==> src/rtl/pgw_pkg.sv <==
package pgw_pkg;
    localparam int PKG_CH_N    = 4;
    localparam int PKG_PAGE_N  = 4;
    localparam int PKG_DATA_W  = 8;
    localparam int PKG_STAT_W  = 8;
    localparam int PKG_COMMIT  = 16;
    // status bit that enables nonvolatile commits
    localparam int NVEN_BIT    = 0;

    typedef struct packed {
        logic ack;
    } ctl_t;
endpackage

==> src/rtl/pgw_stage.sv <==
module pgw_stage #(
    parameter int CH_N   = 4,
    parameter int DATA_W = 8,
    parameter int OFF_W  = 2,
    parameter int PG_W   = 2
) (
    input  logic                     clk,
    input  logic                     rst_n,
    input  logic                     start_i,
    input  logic [PG_W-1:0]          page_i,
    input  logic [OFF_W-1:0]         off_i,
    input  logic                     byte_we_i,
    input  logic [DATA_W-1:0]        data_i,
    input  logic                     stop_i,
    output logic                     active_o,
    output logic [PG_W-1:0]          page_o,
    output logic [OFF_W-1:0]         off_o,
    output logic [CH_N-1:0]          valid_o,
    output logic [CH_N*DATA_W-1:0]   buf_o
);
    localparam logic [OFF_W-1:0] LAST_OFF = OFF_W'(CH_N - 1);

    typedef struct packed {
        logic                   active;
        logic [PG_W-1:0]        page;
        logic [OFF_W-1:0]       off;
        logic [CH_N-1:0]        valid;
        logic [CH_N*DATA_W-1:0] pbuf;
    } stage_t;

    stage_t st_d, st_q;

    always_comb begin
        st_d = st_q;
        if (start_i) begin
            st_d.active = 1'b1;
            st_d.page   = page_i;
            st_d.off    = off_i;
            st_d.valid  = '0;
        end else begin
            if (byte_we_i) begin
                st_d.pbuf[int'(st_q.off)*DATA_W +: DATA_W] = data_i;
                st_d.valid[st_q.off] = 1'b1;
                // offset wraps inside the page; page number never moves
                st_d.off = (st_q.off == LAST_OFF) ? '0 : st_q.off + 1'b1;
            end
            if (stop_i) begin
                st_d.active = 1'b0;
            end
        end
    end

    always_ff @(posedge clk or negedge rst_n) begin
        if (!rst_n) st_q <= '0;
        else        st_q <= st_d;
    end

    assign active_o = st_q.active;
    assign page_o   = st_q.page;
    assign off_o    = st_q.off;
    assign valid_o  = st_q.valid;
    assign buf_o    = st_q.pbuf;
endmodule

==> src/rtl/pgw_timer.sv <==
module pgw_timer #(
    parameter int CYCLES = 16,
    localparam int CNT_W = $clog2(CYCLES + 1)
) (
    input  logic clk,
    input  logic rst_n,
    input  logic launch_i,
    output logic busy_o,
    output logic done_o
);
    typedef struct packed {
        logic             busy;
        logic [CNT_W-1:0] cnt;
    } tmr_t;

    tmr_t tm_d, tm_q;

    always_comb begin
        tm_d = tm_q;
        if (tm_q.busy) begin
            if (tm_q.cnt == CNT_W'(1)) begin
                tm_d.busy = 1'b0;
                tm_d.cnt  = '0;
            end else begin
                tm_d.cnt = tm_q.cnt - 1'b1;
            end
        end else if (launch_i) begin
            tm_d.busy = 1'b1;
            tm_d.cnt  = CNT_W'(CYCLES);
        end
    end

    always_ff @(posedge clk or negedge rst_n) begin
        if (!rst_n) tm_q <= '0;
        else        tm_q <= tm_d;
    end

    assign busy_o = tm_q.busy;
    assign done_o = tm_q.busy && (tm_q.cnt == CNT_W'(1));
endmodule

==> src/rtl/pgw_regbank.sv <==
module pgw_regbank #(
    parameter int CH_N   = 4,
    parameter int PAGE_N = 4,
    parameter int DATA_W = 8,
    parameter int STAT_W = 8,
    parameter int OFF_W  = 2,
    parameter int PG_W   = 2,
    localparam int NV_W  = PAGE_N * CH_N * DATA_W,
    localparam int WP_W  = CH_N * DATA_W
) (
    input  logic               clk,
    input  logic               rst_n,
    input  logic               wip_we_i,
    input  logic [OFF_W-1:0]   wip_ch_i,
    input  logic [DATA_W-1:0]  wip_data_i,
    input  logic               commit_i,
    input  logic [PG_W-1:0]    commit_page_i,
    input  logic [CH_N-1:0]    commit_valid_i,
    input  logic [WP_W-1:0]    commit_buf_i,
    input  logic               stat_we_i,
    input  logic [STAT_W-1:0]  stat_d_i,
    output logic [NV_W-1:0]    nvreg_o,
    output logic [WP_W-1:0]    wiper_o,
    output logic [STAT_W-1:0]  stat_o
);
    typedef struct packed {
        logic [STAT_W-1:0] stat;
        logic [NV_W-1:0]   nv;
        logic [WP_W-1:0]   wip;
    } bank_t;

    bank_t bk_d, bk_q;

    always_comb begin
        bk_d = bk_q;
        if (stat_we_i) begin
            bk_d.stat = stat_d_i;
        end
        if (wip_we_i) begin
            bk_d.wip[int'(wip_ch_i)*DATA_W +: DATA_W] = wip_data_i;
        end
        for (int p = 0; p < PAGE_N; p++) begin
            for (int c = 0; c < CH_N; c++) begin
                if (commit_i && (commit_page_i == PG_W'(p)) && commit_valid_i[c]) begin
                    bk_d.nv[(p*CH_N + c)*DATA_W +: DATA_W] =
                        commit_buf_i[c*DATA_W +: DATA_W];
                end
            end
        end
    end

    always_ff @(posedge clk or negedge rst_n) begin
        if (!rst_n) bk_q <= '0;
        else        bk_q <= bk_d;
    end

    assign nvreg_o = bk_q.nv;
    assign wiper_o = bk_q.wip;
    assign stat_o  = bk_q.stat;
endmodule

==> src/rtl/page_wrap_writer.sv <==
module page_wrap_writer
    import pgw_pkg::*;
#(
    parameter int CH_N          = PKG_CH_N,
    parameter int PAGE_N        = PKG_PAGE_N,
    parameter int DATA_W        = PKG_DATA_W,
    parameter int STAT_W        = PKG_STAT_W,
    parameter int COMMIT_CYCLES = PKG_COMMIT,
    localparam int OFF_W        = $clog2(CH_N),
    localparam int PG_W         = $clog2(PAGE_N)
) (
    input  logic                            clk,
    input  logic                            rst_n,
    input  logic                            start_i,
    input  logic [PG_W-1:0]                 start_page_i,
    input  logic [OFF_W-1:0]                start_off_i,
    input  logic                            byte_vld_i,
    input  logic [DATA_W-1:0]               byte_i,
    input  logic                            stop_i,
    input  logic                            wp_i,
    input  logic                            stat_we_i,
    input  logic [STAT_W-1:0]               stat_d_i,
    output logic                            ack_o,
    output logic                            busy_o,
    output logic [STAT_W-1:0]               stat_o,
    output logic [PAGE_N*CH_N*DATA_W-1:0]   nvreg_o,
    output logic [CH_N*DATA_W-1:0]          wiper_o
);
    logic                   busy, done;
    logic                   active;
    logic [PG_W-1:0]        cur_page;
    logic [OFF_W-1:0]       cur_off;
    logic [CH_N-1:0]        valid;
    logic [CH_N*DATA_W-1:0] pbuf;
    logic                   acc_start, acc_byte, acc_stop, acc_stat, launch;
    ctl_t                   ctl_d, ctl_q;

    // acceptance: commit refuses all input; start outranks a same-cycle byte
    always_comb begin
        acc_start = start_i && !busy;
        acc_byte  = byte_vld_i && !busy && active && !start_i;
        acc_stop  = stop_i && !busy && active && !start_i;
        acc_stat  = stat_we_i && !busy;
        launch    = acc_stop && stat_o[NVEN_BIT] && !wp_i && ((|valid) || acc_byte);
        ctl_d     = ctl_q;
        ctl_d.ack = acc_byte;
    end

    always_ff @(posedge clk or negedge rst_n) begin
        if (!rst_n) ctl_q <= '0;
        else        ctl_q <= ctl_d;
    end

    pgw_stage #(
        .CH_N   (CH_N),
        .DATA_W (DATA_W),
        .OFF_W  (OFF_W),
        .PG_W   (PG_W)
    ) u_stage (
        .clk       (clk),
        .rst_n     (rst_n),
        .start_i   (acc_start),
        .page_i    (start_page_i),
        .off_i     (start_off_i),
        .byte_we_i (acc_byte),
        .data_i    (byte_i),
        .stop_i    (acc_stop),
        .active_o  (active),
        .page_o    (cur_page),
        .off_o     (cur_off),
        .valid_o   (valid),
        .buf_o     (pbuf)
    );

    pgw_timer #(
        .CYCLES (COMMIT_CYCLES)
    ) u_timer (
        .clk      (clk),
        .rst_n    (rst_n),
        .launch_i (launch),
        .busy_o   (busy),
        .done_o   (done)
    );

    pgw_regbank #(
        .CH_N   (CH_N),
        .PAGE_N (PAGE_N),
        .DATA_W (DATA_W),
        .STAT_W (STAT_W),
        .OFF_W  (OFF_W),
        .PG_W   (PG_W)
    ) u_bank (
        .clk            (clk),
        .rst_n          (rst_n),
        .wip_we_i       (acc_byte),
        .wip_ch_i       (cur_off),
        .wip_data_i     (byte_i),
        .commit_i       (done),
        .commit_page_i  (cur_page),
        .commit_valid_i (valid),
        .commit_buf_i   (pbuf),
        .stat_we_i      (acc_stat),
        .stat_d_i       (stat_d_i),
        .nvreg_o        (nvreg_o),
        .wiper_o        (wiper_o),
        .stat_o         (stat_o)
    );

    assign ack_o  = ctl_q.ack;
    assign busy_o = busy;
endmodule

==> config.mk <==
export PLATFORM = sky130hd
export DESIGN_NAME = page_wrap_writer
export DESIGN_NICKNAME = d
export VERILOG_FILES = /design/src/rtl/pgw_pkg.sv /design/src/rtl/pgw_stage.sv /design/src/rtl/pgw_timer.sv /design/src/rtl/pgw_regbank.sv /design/src/rtl/page_wrap_writer.sv
export SDC_FILE = /design/constraint.sdc
export NUM_CORES = 1
export LEC_CHECK = 0
export ABC_AREA = 1
export BUFFER_PORTS_ARGS = -buffer_cell sky130_fd_sc_hd__buf_2
export CAP_MARGIN = 20
export CORE_MARGIN = 3
export CORE_UTILIZATION = 35
export DETAILED_ROUTE_END_ITERATION = 8
export GPL_TIMING_DRIVEN = 0
export HOLD_SLACK_MARGIN = 0.03
export SLEW_MARGIN = 20
export SYNTH_ARGS = -nofsm -noshare
export SYNTH_HDL_FRONTEND = slang
export SYNTH_SLANG_ARGS = --single-unit
==> constraint.sdc <==
create_clock -name clk -period 3.25 [get_ports clk]
set_clock_uncertainty 0.15 [all_clocks]
set_input_delay 0.65 -clock clk [delete_from_list [all_inputs] [get_ports clk]]
set_output_delay 0.65 -clock clk [all_outputs]
set_load 0.05 [all_outputs]
==> run_results.csv <==
group,metric,value,unit
run_status,outcome,"completed",
logic_synthesis,synth_largest_area_cell,"dfrtp_1",
sta,rsz0062_at_grt,"false",
floorplan,core_area,24600,um^2
detailed_routing,drtPass1Iterations,5,
critical_path,startpoint_type,"flip-flop",
clock_network,cts-htree-levels,1,
clock_network,insertion_delay,0.52,ns
final_layout,multi_input_area,3110,um^2
logic_synthesis,netlist_instances,952,
logic_synthesis,netlist_area,8850,um^2
power,pwr_density_cell,749,nW/um^2
logic_synthesis,synth_xor_xnor_area_share,0.00198,
final_layout,regArea,5410,um^2
sta,finalCriticalPeriod,2.94,ns
floorplan,dieHeight,165,um
detailed_routing,remaining_drc_errors,0,
logic_synthesis,synth_cell_types,28,
sta,maxSlewHeadroom,0.395,
place,dpl.hpwl,19000,um
global_routing,grt_max_degree,95,
clock_network,cts_tree,"yes",
detailed_routing,wire_per_inst,17.5,um
global_routing,grt.total_usage,0.194,
worst_hold_path,hold_class,"input port to flip-flop",
critical_path,critPathRequiredTime,3.54,ns
logic_synthesis,syn_nets,989,
final_layout,post-route-util,0.451,
clock_network,clock_sinks,216,
power,p_leak,6.59,nW
logic_synthesis,synth_warnings,0,
clock_network,path_clk_slew,0.06,ns
floorplan,ios,197,
global_routing,grtUsageMet3,0.0444,
logic_synthesis,ys_ff_latch,216,
place,gp_congestion,0.856,
sta,setup_viol,0,
critical_path,crit_buf_inv,3,
critical_path,worstPathMaxFanout,13,
detailed_routing,vias,7347,
logic_synthesis,ys_seq_area_frac,0.611,
clock_network,post-cts-setup-buffers,0,
detailed_routing,ant_nets,0,
critical_path,critPathKind,"flip-flop to flip-flop",
floorplan,die_area,27200,um^2
final_layout,fillers,2444,
logic_synthesis,synthMuxAreaShare,0.0102,
logic_synthesis,syn_avg_cell_area,9.30,um^2
sta,clock.fmax,340,MHz
clock_network,cts_resized,0,
logic_synthesis,synthSimpleGateAreaFrac,0.297,
detailed_routing,drt_wl_total,26500,um
sta,finalCritPeriodShare,0.904,
clock_network,cts_hold_repair.buffers,1,
global_routing,globalRouteMet2Util,0.304,
floorplan,chipWidth,165,um
logic_synthesis,synth_compound_area_frac,0.0278,
logic_synthesis,synth_top_family_by_area,"simple AND/OR/NAND/NOR gates",
critical_path,arrival,3.23,ns
final_layout,syn2layout_area_growth,25.3,%
clock_network,cts_buffer_depth,3,
global_routing,first_global_vias,7244,
clock_network,numCtsBuffers,25,
logic_synthesis,synth_top_cell_area_share,0.611,
global_routing,grt_use_met1,0.275,
sta,hold_violations,0,
final_layout,drive_above_1_share,0.237,
run,drv_cap,0,
floorplan,row_count,57,
critical_path,max_stage_delay,0.78,ns
place,dpl_cell_area,10300,um^2
sta,final_max_slew_viol_count,0,
logic_synthesis,synth_area_leaders,"dfrtp_1, nand2_1, nand3_1",
sta,worstMarginPinSlew,0.901,ns
final_layout,layout.nets,1215,
critical_path,worstSetupEndpointType,"flip-flop",
clock_network,cts-root-buf,"clkbuf_16",
global_routing,busiest_layer,"met2",
worst_hold_path,worstHoldStart,"start_page_i[1]",
power,ir_worst_vdd,514,uV
detailed_routing,first_iter_violations,422,
critical_path,crit_chain,"clkbuf_1 > inv_2 > ha_1 > clkbuf_1 > nor3_1 > nand3_1 > nand2_1",
critical_path,crit_top_cell,"clkbuf_1",
critical_path,critPathTopFamily,"simple AND/OR/NAND/NOR gates",
global_routing,grt.overflow.total,0,
place,io_buffers,196,
logic_synthesis,synthAdderAreaFrac,0.0141,
final_layout,final_area,11100,um^2
critical_path,critPathLaunch,"u_stage.off_o[0]",
critical_path,cpMaxStageDelayCell,"nor3_1",
global_routing,grt_antenna_before_repair,2,
critical_path,reg2reg_from,"u_stage.off_o[0]",
detailed_routing,viasPerCell,4.86,
floorplan,initial_utilization,0.360,
global_routing,grt_pass1_wl,41000,um
final_layout,antennaDiodeCount,0,
[tightest hold or removal path: stages]
cell and delay [ns]:
buf_2 0.08, nand2_1 0.04, o21ai_0 0.06
[cell usage in the layout (no fill, tap or decap), types with 2 or more instances in the layout]
master,netlist,routed
a21oi_1,3,3
nand4_1,5,5
clkinv_1,2,2
buf_6,12,12
buf_2,3,198
o21ai_0,40,40
ha_1,10,10
clkbuf_16,0,25
bufinv_16,0,2
inv_1,23,23
nor2_2,2,2
nor3_1,6,6
dfrtp_1,216,216
clkbuf_8,0,5
o211ai_1,2,2
buf_1,2,2
nand3_1,161,161
clkbuf_1,22,25
buf_16,0,2
nand2_1,386,386
nor2_8,4,4
nand2_2,17,17
nor2_1,20,20
mux2_2,8,8
[final cells by class]
| type | instances | share of cell area |
|---|---|---|
| Buffer | 39 | 0.0217 |
| Tap cell | 324 | 0.0365 |
| Timing Repair Buffer | 199 | 0.0952 |
| Clock buffer | 33 | 0.0636 |
| Inverter | 26 | 0.00880 |
| Sequential cell | 216 | 0.487 |
| Clock inverter | 4 | 0.00688 |
| Multi-Input combinational cell | 671 | 0.280 |
[power breakdown]
group / switching, mW / internal, mW / total [mW]
logic: 1.59 / 0.481 / 2.07
clock network: 1.07 / 1.66 / 2.72
registers: 0.452 / 3.06 / 3.51
total: 3.10 / 5.20 / 8.31
[sequential cells by signal, summed over array words and instances (netlist names), 2 cells and up]
name,flops
u_bank.wiper_o,32
u_bank.nvreg_o,128
u_bank.stat_o,8
u_stage.off_o,2
u_stage.valid_o,4
u_timer.tm_q,5
u_stage.buf_o,32
u_stage.page_o,2
[per-stage QoR]
step | total power [mW] | setup WS [ns] | setup TNS [ns] | instances | hold WS, ns
after floorplan | 4.90 | 0.945 | 0 | 952 | 0.204
after global placement | 5.58 | -2.49 | -533.58 | 1472 | 0.301
after detailed placement | 5.62 | 0.367 | 0 | 1474 | 0.303
after CTS | 8.38 | 0.357 | 0 | 1512 | 0.199
after global routing | 8.72 | 0.0458 | 0 | 1512 | 0.204
final | 8.31 | 0.311 | 0 | 1512 | 0.213
[cell families (layout without fill, tap and decap cells)]
kind of cell,Yosys count,count (layout)
compound gates,47,47
xor+xnor,2,2
simple gates,604,604
flops,216,216
mux,8,8
buf+inv,65,301
fa+ha+maj,10,10
[cells in the mapped netlist, drive strengths merged]
library cell,n
nor2,27
nand4,6
xnor2,1
o211ai,2
mux2,8
o21a,1
inv,24
xor2,1
a22o,1
clkbuf,22
o21ai,40
dfrtp,216
a21oi,3
or2,1
nor3,6
nand3,161
buf,17
clkinv,2
ha,10
nand2,403
[metal layers]
metal	routed length [um]	part of all wire
met5	21	0.00079
met4	658	0.025
met3	2030	0.077
met2	11800	0.45
met1	11900	0.45
[path summary, 6_finish.rpt]
| kind | to | slack (ns) | depth (start not counted) |
|---|---|---|---|
| min reg2reg | u_bank.nvreg_o[80] | 0.31 | 2 |
| min | u_stage.page_o[1] | 0.21 | 3 |
| max reg2reg | u_stage.buf_o[1] | 0.31 | 7 |
| max | u_stage.buf_o[1] | 0.31 | 7 |
| max in group asynchronous | u_bank.nvreg_o[7] | 1.29 | 4 |
| min in group asynchronous | u_bank.nvreg_o[108] | 0.48 | 2 |
Note: power is estimated with default switching activity, not from simulation.
